[src/rtl/hcd_pkg.sv]
package hcd_pkg;

   typedef enum logic [1:0] {
      SP_NONE = 2'd0,
      SP_ATTR = 2'd1,
      SP_TF   = 2'd2
   } space_e;

   typedef enum logic [1:0] {
      LN_OFF  = 2'd0,
      LN_EVEN = 2'd1,
      LN_ODD  = 2'd2
   } lane_e;

   typedef enum logic [2:0] {
      ST_IDLE,
      ST_MRD,
      ST_MWR,
      ST_IORD,
      ST_IOWR,
      ST_CLASH
   } strobe_e;

   localparam logic [2:0] MODE_MEM    = 3'd0;
   localparam logic [2:0] MODE_CONTIG = 3'd1;
   localparam logic [2:0] MODE_PRI    = 3'd2;
   localparam logic [2:0] MODE_SEC    = 3'd3;
   localparam logic [2:0] MODE_IDE    = 3'd4;

endpackage

[src/rtl/hcd_strobe_class.sv]
module hcd_strobe_class
   import hcd_pkg::*;
(
   input  logic    ide_i,
   input  logic    oe_n_i,
   input  logic    we_n_i,
   input  logic    iord_n_i,
   input  logic    iowr_n_i,
   output strobe_e kind_o
);

   logic [3:0] act;

   // in the disk-drive personality the memory strobes are tied off by the host
   assign act = {~oe_n_i & ~ide_i, ~we_n_i & ~ide_i, ~iord_n_i, ~iowr_n_i};

   always_comb begin
      if ($countones(act) > 1)  kind_o = ST_CLASH;
      else if (act[3])          kind_o = ST_MRD;
      else if (act[2])          kind_o = ST_MWR;
      else if (act[1])          kind_o = ST_IORD;
      else if (act[0])          kind_o = ST_IOWR;
      else                      kind_o = ST_IDLE;
   end

endmodule

[src/rtl/hcd_lane_steer.sv]
module hcd_lane_steer
   import hcd_pkg::*;
(
   input  logic  ce1_n_i,
   input  logic  ce2_n_i,
   input  logic  a0_i,
   output lane_e lo_o,
   output lane_e hi_o,
   output logic  sel_o,
   output logic  bit0_o
);

   always_comb begin
      lo_o   = LN_OFF;
      hi_o   = LN_OFF;
      sel_o  = 1'b0;
      bit0_o = 1'b0;
      case ({ce2_n_i, ce1_n_i})
         2'b10: begin   // byte cycle on the low lane
            lo_o   = a0_i ? LN_ODD : LN_EVEN;
            sel_o  = 1'b1;
            bit0_o = a0_i;
         end
         2'b00: begin   // word cycle
            lo_o   = LN_EVEN;
            hi_o   = LN_ODD;
            sel_o  = 1'b1;
         end
         2'b01: begin   // odd byte on the high lane
            hi_o   = LN_ODD;
            sel_o  = 1'b1;
            bit0_o = 1'b1;
         end
         default: ;     // standby
      endcase
   end

endmodule

[src/rtl/hcd_window.sv]
module hcd_window
   import hcd_pkg::*;
#(
   parameter int unsigned           ADDR_W        = 11,
   parameter int unsigned           IDX_W         = 4,
   parameter logic [ADDR_W-1:0]     PRI_BASE      = ADDR_W'(11'h1F0),
   parameter logic [ADDR_W-1:0]     PRI_ALT       = ADDR_W'(11'h3F6),
   parameter logic [ADDR_W-1:0]     SEC_BASE      = ADDR_W'(11'h170),
   parameter logic [ADDR_W-1:0]     SEC_ALT       = ADDR_W'(11'h376),
   parameter logic [ADDR_W-1:0]     MEM_LOW_TOP   = ADDR_W'(11'h010),
   parameter logic [ADDR_W-1:0]     MEM_HIGH_BASE = ADDR_W'(11'h400)
)(
   input  logic [2:0]        mode_i,
   input  logic [ADDR_W-1:0] addr_i,
   output logic              hit_o,
   output logic [IDX_W-1:0]  idx_o
);

   localparam int unsigned BLK_SH = 3;  // eight-register block
   localparam int unsigned ALT_SH = 1;  // two-register alternate pair
   localparam int unsigned N_MAP  = 2;

   logic [N_MAP-1:0] blk_hit, alt_hit;

   for (genvar gi = 0; gi < N_MAP; gi++) begin : g_map
      localparam logic [ADDR_W-1:0] BASE = (gi == 0) ? PRI_BASE : SEC_BASE;
      localparam logic [ADDR_W-1:0] ALT  = (gi == 0) ? PRI_ALT  : SEC_ALT;
      assign blk_hit[gi] = addr_i[ADDR_W-1:BLK_SH] == BASE[ADDR_W-1:BLK_SH];
      assign alt_hit[gi] = addr_i[ADDR_W-1:ALT_SH] == ALT[ADDR_W-1:ALT_SH];
   end

   logic [IDX_W-1:0] lin_idx, blk_idx, alt_idx;
   assign lin_idx = addr_i[IDX_W-1:0];
   assign blk_idx = IDX_W'(addr_i[2:0]);
   assign alt_idx = IDX_W'({1'b1, addr_i[2:0]});

   always_comb begin
      hit_o = 1'b0;
      idx_o = lin_idx;
      case (mode_i)
         MODE_MEM:    hit_o = (addr_i < MEM_LOW_TOP) || (addr_i >= MEM_HIGH_BASE);
         MODE_CONTIG: hit_o = 1'b1;
         MODE_PRI: begin
            hit_o = blk_hit[0] | alt_hit[0];
            idx_o = blk_hit[0] ? blk_idx : alt_idx;
         end
         MODE_SEC: begin
            hit_o = blk_hit[1] | alt_hit[1];
            idx_o = blk_hit[1] ? blk_idx : alt_idx;
         end
         default: hit_o = 1'b0;
      endcase
   end

endmodule

[src/rtl/hcd_access_decoder.sv]
module hcd_access_decoder
   import hcd_pkg::*;
#(
   parameter int unsigned ADDR_W  = 11,
   parameter int unsigned IDX_W   = 4,
   parameter bit          OUT_REG = 1'b1
)(
   input  logic              clk,
   input  logic              rst_n,
   input  logic [2:0]        mode_i,
   input  logic              reg_n,
   input  logic              ce1_n,
   input  logic              ce2_n,
   input  logic [ADDR_W-1:0] addr_i,
   input  logic              oe_n,
   input  logic              we_n,
   input  logic              iord_n,
   input  logic              iowr_n,
   output logic [1:0]        space_o,
   output logic [IDX_W-1:0]  tf_idx_o,
   output logic [1:0]        lane_lo_o,
   output logic [1:0]        lane_hi_o,
   output logic              dout_en_o,
   output logic              inpack_n_o
);

   localparam logic [2:0]       IDE_ALT_OFS = 3'd6;
   localparam logic [IDX_W-1:0] ALT_IDX     = IDX_W'({1'b1, IDE_ALT_OFS});

   if (ADDR_W < 11) begin : g_bad_addr
      $error("hcd_access_decoder: ADDR_W must cover the 11-bit card address");
   end
   if (IDX_W < 4) begin : g_bad_idx
      $error("hcd_access_decoder: IDX_W must hold sixteen register indices");
   end

   logic is_ide, is_mem, is_io;
   assign is_ide = mode_i == MODE_IDE;
   assign is_mem = mode_i == MODE_MEM;
   assign is_io  = (mode_i == MODE_CONTIG) || (mode_i == MODE_PRI) || (mode_i == MODE_SEC);

   strobe_e          kind;
   lane_e            st_lo, st_hi;
   logic             st_sel, st_bit0;
   logic             win_hit;
   logic [IDX_W-1:0] win_idx;

   hcd_strobe_class u_strobe (
      .ide_i   (is_ide),
      .oe_n_i  (oe_n),
      .we_n_i  (we_n),
      .iord_n_i(iord_n),
      .iowr_n_i(iowr_n),
      .kind_o  (kind)
   );

   hcd_lane_steer u_lane (
      .ce1_n_i(ce1_n),
      .ce2_n_i(ce2_n),
      .a0_i   (addr_i[0]),
      .lo_o   (st_lo),
      .hi_o   (st_hi),
      .sel_o  (st_sel),
      .bit0_o (st_bit0)
   );

   hcd_window #(.ADDR_W(ADDR_W), .IDX_W(IDX_W)) u_win (
      .mode_i(mode_i),
      .addr_i(addr_i),
      .hit_o (win_hit),
      .idx_o (win_idx)
   );

   space_e           nx_space;
   logic [IDX_W-1:0] nx_idx;
   lane_e            nx_lo, nx_hi;
   logic             nx_drive, nx_ack, is_rd, mem_stb, io_stb;

   assign is_rd   = (kind == ST_MRD)  || (kind == ST_IORD);
   assign mem_stb = (kind == ST_MRD)  || (kind == ST_MWR);
   assign io_stb  = (kind == ST_IORD) || (kind == ST_IOWR);

   always_comb begin
      nx_space = SP_NONE;
      nx_idx   = '0;
      nx_lo    = LN_OFF;
      nx_hi    = LN_OFF;
      if (is_ide) begin
         if (io_stb) begin
            if (!ce1_n && ce2_n) begin
               nx_space = SP_TF;
               nx_idx   = IDX_W'(addr_i[2:0]);
               nx_lo    = LN_EVEN;
               nx_hi    = (addr_i[2:0] == 3'd0) ? LN_ODD : LN_OFF;
            end else if (ce1_n && !ce2_n && addr_i[2:0] == IDE_ALT_OFS) begin
               nx_space = SP_TF;
               nx_idx   = ALT_IDX;
               nx_lo    = LN_EVEN;
            end
         end
      end else if (st_sel && (is_mem || is_io)) begin
         if (mem_stb) begin
            if (!reg_n)                 nx_space = SP_ATTR;
            else if (is_mem && win_hit) nx_space = SP_TF;
         end else if (io_stb && is_io && !reg_n && win_hit) begin
            nx_space = SP_TF;
         end
         if (nx_space != SP_NONE) begin
            nx_lo = st_lo;
            nx_hi = st_hi;
         end
         if (nx_space == SP_TF) nx_idx = {win_idx[IDX_W-1:1], st_bit0};
      end
      nx_drive = (nx_space != SP_NONE) && is_rd;
      nx_ack   = (nx_space == SP_TF) && (kind == ST_IORD) && is_io;
   end

   space_e           space_q;
   logic [IDX_W-1:0] idx_q;
   lane_e            lo_q, hi_q;
   logic             drive_q, ack_q;

   if (OUT_REG) begin : g_reg
      always_ff @(posedge clk or negedge rst_n) begin
         if (!rst_n) begin
            space_q <= SP_NONE;
            idx_q   <= '0;
            lo_q    <= LN_OFF;
            hi_q    <= LN_OFF;
            drive_q <= 1'b0;
            ack_q   <= 1'b0;
         end else begin
            space_q <= nx_space;
            idx_q   <= nx_idx;
            lo_q    <= nx_lo;
            hi_q    <= nx_hi;
            drive_q <= nx_drive;
            ack_q   <= nx_ack;
         end
      end

      assert_standby_quiet_R1: assert property (@(posedge clk) disable iff (!rst_n)
         $past(ce1_n && ce2_n) |-> (space_o == SP_NONE && !dout_en_o));

      assert_ack_is_tf_read_R10: assert property (@(posedge clk) disable iff (!rst_n)
         !inpack_n_o |-> (space_o == SP_TF && dout_en_o));

      assert_mem_mode_no_ack_R10: assert property (@(posedge clk) disable iff (!rst_n)
         ($past(mode_i) == MODE_MEM) |-> inpack_n_o);

      assert_none_lanes_off_R12: assert property (@(posedge clk) disable iff (!rst_n)
         (space_o == SP_NONE) |-> (lane_lo_o == LN_OFF && lane_hi_o == LN_OFF && !dout_en_o));

      assert_ide_word_only_data_R9: assert property (@(posedge clk) disable iff (!rst_n)
         ($past(mode_i) == MODE_IDE && lane_hi_o == LN_ODD) |-> (tf_idx_o == '0));
   end else begin : g_comb
      assign space_q = nx_space;
      assign idx_q   = nx_idx;
      assign lo_q    = nx_lo;
      assign hi_q    = nx_hi;
      assign drive_q = nx_drive;
      assign ack_q   = nx_ack;
   end

   assign space_o    = space_q;
   assign tf_idx_o   = idx_q;
   assign lane_lo_o  = lo_q;
   assign lane_hi_o  = hi_q;
   assign dout_en_o  = drive_q;
   assign inpack_n_o = ~ack_q;

endmodule

[config.mk]
export PLATFORM = sky130hd
export DESIGN_NAME = hcd_access_decoder
export DESIGN_NICKNAME = d
export VERILOG_FILES = /design/src/rtl/hcd_pkg.sv /design/src/rtl/hcd_strobe_class.sv /design/src/rtl/hcd_lane_steer.sv /design/src/rtl/hcd_window.sv /design/src/rtl/hcd_access_decoder.sv
export SDC_FILE = /design/constraint.sdc
export NUM_CORES = 1
export LEC_CHECK = 0
export CAP_MARGIN = 20
export CORE_MARGIN = 5
export CORE_UTILIZATION = 35
export DETAILED_ROUTE_END_ITERATION = 10
export GPL_TIMING_DRIVEN = 0
export PLACE_DENSITY = 0.68
export SLEW_MARGIN = 20
export SYNTH_ARGS = -nofsm -noshare
export SYNTH_HDL_FRONTEND = slang
export SYNTH_HIERARCHICAL = 1
export SYNTH_SLANG_ARGS = --single-unit
[constraint.sdc]
create_clock -name clk -period 0.8 [get_ports clk]
set_clock_uncertainty 0.05 [all_clocks]
set_input_delay 0.16 -clock clk [delete_from_list [all_inputs] [get_ports clk]]
set_output_delay 0.16 -clock clk [all_outputs]
set_load 0.1 [all_outputs]
[Yosys cells after proc, flatten, opt, wreduce, memory -nomap -nowiden]
Cells that the tools add are included.
Storage, ports and cells
  bits in registers: 12
  input bits: 23
  output and inout bits: 12
  word-level logic and storage cells: 110
Cells by class
  $add $sub $neg: 3
  magnitude comparators: 3
  equal/unequal tests: 17
  muxes and demuxes: 43
  bitwise gates (word level): 10
  reductions and logical operators: 28
Operators with widths (number)
  $mux W2: 22
  $add A32 B32 Y32: 1
  $gt A32 B2 Y1 const B: 1
  $mux W4: 8
  $eq A10 B9 Y1 const B: 2
  $eq A8 B6 Y1 const B: 2
  $mux W3: 5
  $eq A3 B2 Y1 const B: 4
  $ge A11 B11 Y1 const B: 1
  $logic_and A1 B1 Y1: 11
  $lt A11 B5 Y1 const B: 1
  $eq A3 B3 Y1 const B: 3
  $pmux W4 S2: 1
  $logic_or A1 B1 Y1: 7
  $eq A2 B2 Y1 const B: 3
  $eq A3 B1 Y1 const B: 2
  $logic_not A3 Y1: 2
  $not A1 Y1: 6
  $add A1 B1 Y2: 2
  $mux W1: 4
  $pmux W1 S4: 1
  $pmux W2 S2: 1
  $reduce_bool A2 Y1: 2
  $logic_not A1 Y1: 3
  other kinds (7): 9

[Logic depth before layout (Yosys ltp)]
  depth in word-level cells: 21
  mapped depth: 9
  mapped depth without buffers: 9

[Cells and area by module]
Netlist, hierarchy kept.
By module, submodules not included
  hcd_access_decoder: instances 1, cells each 53, area an instance 601.8 um^2, sequential area each 300.3 um^2
  hcd_strobe_class: instances 1, cells each 15, area an instance 130.1 um^2, sequential area each 0.0 um^2
  hcd_lane_steer: instances 1, cells each 14, area an instance 106.4 um^2, sequential area each 0.0 um^2
  hcd_window: instances 1, cells each 14, area an instance 106.4 um^2, sequential area each 0.0 um^2

[Least setup slack after synthesis]
Ideal clock, no wire load.
  path type: input to register
  from: input port mode_i[0]
  to: register drive_q, in the netlist dout_en_o
  setup time: 0.100 ns
  arrival time: 2.872 ns
  data required time: 0.650 ns
  setup slack: -2.222 ns
  stages on the path: 9
  buffers on the path: 0
  cells stage by stage: nor3b_1 -> or2_2 -> fa_1 -> o31a_1 -> o21ai_0 -> or3b_4 -> a211oi_2 -> o21bai_1 -> a311oi_1
On the way
  cells in the longest elaborated chain, start to end: 20
  elaborated cells between the ends (all ways): 41
RTL lines
  start: declaration: line hcd_access_decoder.sv:10  | input logic [2:0] mode_i,
  $eq A3 B3 Y1 (*): line hcd_access_decoder.sv:38  | assign is_ide = mode_i == MODE_IDE;
  $not A1 Y1 (*): line hcd_strobe_class.sv:15  | assign act = {~oe_n_i & ~ide_i, ~we_n_i & ~ide_i, ~iord_n_i, ~iowr_n_i};
  $and A1 B1 Y1: line hcd_strobe_class.sv:15
  $add A1 B1 Y2 (implied by the code): line hcd_strobe_class.sv:18  | if ($countones(act) > 1) kind_o = ST_CLASH;
  $add A32 B32 Y32 (implied by the code): line hcd_strobe_class.sv:18
  $gt A32 B2 Y1: line hcd_strobe_class.sv:18
  $mux W3 (*): line hcd_strobe_class.sv:18
  net kind[2]: line hcd_access_decoder.sv:42  | strobe_e kind;
  (+6 left out)
  $mux W2: line hcd_access_decoder.sv:102  | if (mem_stb) begin
  $mux W2: line hcd_access_decoder.sv:101  | end else if (st_sel && (is_mem || is_io)) begin
  $mux W2: line hcd_access_decoder.sv:88  | if (is_ide) begin
  $mux W2: line hcd_access_decoder.sv:101
  $mux W2: line hcd_access_decoder.sv:88
  $reduce_bool A2 Y1: line hcd_access_decoder.sv:114  | nx_drive = (nx_space != SP_NONE) && is_rd;
  $logic_and A1 B1 Y1 (*): line hcd_access_decoder.sv:114
  net nx_drive: line hcd_access_decoder.sv:77  | logic nx_drive, nx_ack, is_rd, mem_stb, io_stb;
  end signal: assignment: line hcd_access_decoder.sv:137  | drive_q <= nx_drive;
  end: declaration: line hcd_access_decoder.sv:121  | logic drive_q, ack_q;
Mark *: on every way through the listed nets, which the timed path passes. The rest lies on a longest branch. The select of a mux whose other input is x is not followed.

[Worst setup path after layout]
  from: input port mode_i[2]
  to: register lo_q[0], in the netlist lane_lo_o[0]
On the way
  cells in the longest elaborated chain, start to end: 20
  elaborated cells between the ends (all ways): 40
RTL lines
  $eq A3 B3 Y1 (*): line hcd_access_decoder.sv:38
  net is_ide: line hcd_access_decoder.sv:37  | logic is_ide, is_mem, is_io;
  $not A1 Y1 (*): line hcd_strobe_class.sv:15
  $and A1 B1 Y1: line hcd_strobe_class.sv:15
  $add A1 B1 Y2 (implied by the code): line hcd_strobe_class.sv:18
  $add A32 B32 Y32 (implied by the code): line hcd_strobe_class.sv:18
  $gt A32 B2 Y1: line hcd_strobe_class.sv:18
  $mux W3 (*): line hcd_strobe_class.sv:18
  net kind[1]: line hcd_access_decoder.sv:42
  (+6 left out)
  $mux W2: line hcd_access_decoder.sv:102
  $mux W2: line hcd_access_decoder.sv:101
  $mux W2: line hcd_access_decoder.sv:88
  $reduce_bool A2 Y1: line hcd_access_decoder.sv:108  | if (nx_space != SP_NONE) begin
  $mux W2: line hcd_access_decoder.sv:108
  $mux W2: line hcd_access_decoder.sv:101
  $mux W2 (*): line hcd_access_decoder.sv:88
  net nx_lo[0]: line hcd_access_decoder.sv:76  | lane_e nx_lo, nx_hi;
  end signal: assignment: line hcd_access_decoder.sv:135  | lo_q <= nx_lo;
  end: declaration: line hcd_access_decoder.sv:120  | lane_e lo_q, hi_q;
Marked as above.

==> results.json <==
{
  "syn_nets": 124,
  "overflow": 0,
  "netlist_area_sq_um": 937,
  "synth_area_per_cell_sq_um": 9.86,
  "final_core_util": 0.689,
  "fmax_ghz": 0.397,
  "vias_per_cell": 5.30,
  "drv_cap": 0,
  "clk_pin_slew_ns": 0.07,
  "hpwlAfterDp_mm": 1.81,
  "clock_path_buffers": 2,
  "grt_pass1_wl_mm": 3.89,
  "areaGrowthSynthToFinish_pct": 85.4,
  "drt.antenna.violating_nets": 0,
  "power.density_nw_per_um2": 949,
  "wl_per_cell_um": 14.5,
  "io_pins": 35,
  "synth_warnings": 6,
  "setup_viol": 23,
  "hp-class": "input port to async pin",
  "firstDrtPassIters": 4,
  "cts_buffers": 3,
  "end_kind": "register",
  "antenna_found_initial": 0,
  "grt.total_usage": 0.135,
  "num-nets-final": 174,
  "drive_gt1_frac": 0.479,
  "outcome": "complete, but fails checks",
  "fin_crit_ns": 2.52,
  "port_buffers": 34,
  "diodes": 0,
  "path_max_fanout": 4,
  "tightest_slew_ns": 0.582,
  "syn_inst": 95,
  "place.gp.congestion": 0.777,
  "cp_data_arrival_time_ns": 2.65,
  "slew_violations": 0,
  "num_rows": 18,
  "finalHoldViolCount": 12,
  "grt_pass1_vias": 939,
  "drt-initial-drc-count": 19,
  "timing.final.crit_share": 3.15,
  "setup.worst_path.class": "input port to register",
  "violations": "negative hold slack, negative setup slack",
  "power_leakage_nw": 0.731,
  "grt_max_degree": 13,
  "initial_core_util": 0.372,
  "timing.hold.ws_ns": -0.198,
  "clockRootBuffer": "clkbuf_4",
  "relSlewSlack": 0.611,
  "power.total_mw": 1.65,
  "fp.dieW_um": 61.7,
  "vias": 922,
  "irDropWorstVdd_uv": 776,
  "core_area_sq_um": 2520,
  "critPathRequiredTime_ns": 0.94,
  "ctsHoldBuffers": 0,
  "rsz0062_at_grt": "yes",
  "setup_ws_ns": -1.72,
  "drt-total-wl_mm": 2.53,
  "h-tree-depth": 1,
  "drc": 0,
  "die_y_um": 61.7,
  "clock_sinks": 12,
  "critPathLaunchType": "input port",
  "cts_tree": "yes",
  "dieArea_sq_um": 3810
}
==> layer usage <==
metal | track usage | routed length, um | vias to the layer above
met5 | 0 | 0 | -
met4 | 0.0727 | 14 | 0
met3 | 0.00826 | 120 | 2
met2 | 0.242 | 1360 | 29
met1 | 0.160 | 1040 | 447
li1 | - | - | 444
==> cell usage in the layout (no fill, tap or decap), drive strengths merged, types with 2 or more instances in the layout <==
cell and instances:
a211oi 3, a21boi 2, a21o 4, a22o 3
and2 2, and2b 2, buf 29, clkbuf 5
clkdlybuf4s50 16, dfrtp 12, ha 5, inv 10
nand3b 2, nor2 2, nor2b 3, nor3 3
nor3b 2, nor4 3, o21a 2, o21ai 4
o21ba 2, o21bai 2, or2 2
==> critical path, stage by stage <==
cell and delay, ns:
buf_8 0.09, nor3b_4 0.14, or2_4 0.25, fa_1 0.48, nor3b_4 0.18, o221a_4 0.26
or3b_4 0.42, buf_12 0.15, a2111oi_4 0.29, nor3_2 0.11, o21ai_1 0.14
==> how the worst max path moves through the flow <==
stage	end	slack, ns	startpoint
detailed placement	dout_en_o	-2.65	mode_i[2]
finish	lane_lo_o[0]	-1.72	mode_i[2]
CTS	dout_en_o	-1.72	mode_i[2]
global route	dout_en_o	-1.86	mode_i[2]
floorplan	dout_en_o	-1.80	mode_i[1]
global placement	dout_en_o	-2.57	mode_i[2]
==> through the flow <==
stage                     std cells  hold WS [ns]  instance area, sq um  TNS, ns  setup slack (ns)
after floorplan                  95        -0.186                  1000   -19.07             -1.80
after global placement          159         0.470                  1380   -39.80             -2.57
after detailed placement        159         0.487                  1380   -41.23             -2.65
after CTS                       169         0.193                  1570   -22.04             -1.72
after global routing            174        -0.160                  1740   -23.89             -1.86
final                           174        -0.198                  1740   -22.28             -1.72
==> final cells by class <==
class,count,area (sq um)
Fill cell,184,785
Multi-Input combinational cell,69,719
Timing Repair Buffer,45,549
Sequential cell,12,338
Inverter,11,45.0
Tap cell,30,37.5
Clock buffer,4,26.3
Buffer,3,22.5
==> state kept, by name (all words and copies together) (netlist names) <==
name,cells
dout_en_o,1
ack_q,1
space_o,2
tf_idx_o,4
lane_hi_o,2
lane_lo_o,2
==> what timing repair did <==
action,4_1_cts,5_1_grt
buffers inserted,6,6
pin swaps,12,10
hold endpoints to repair,0,12
endpoints found under the setup margin,23,33
resized for setup,129,20
==> report_power, final <==
group	leakage [nW]	internal (mW)	switching, mW	total [mW]
Combinational	0.569	0.325	0.324	0.648
Clock	0.0150	0.193	0.180	0.373
Sequential	0.147	0.620	0.00760	0.627
No activity file was read; power rests on OpenSTA's default activity.
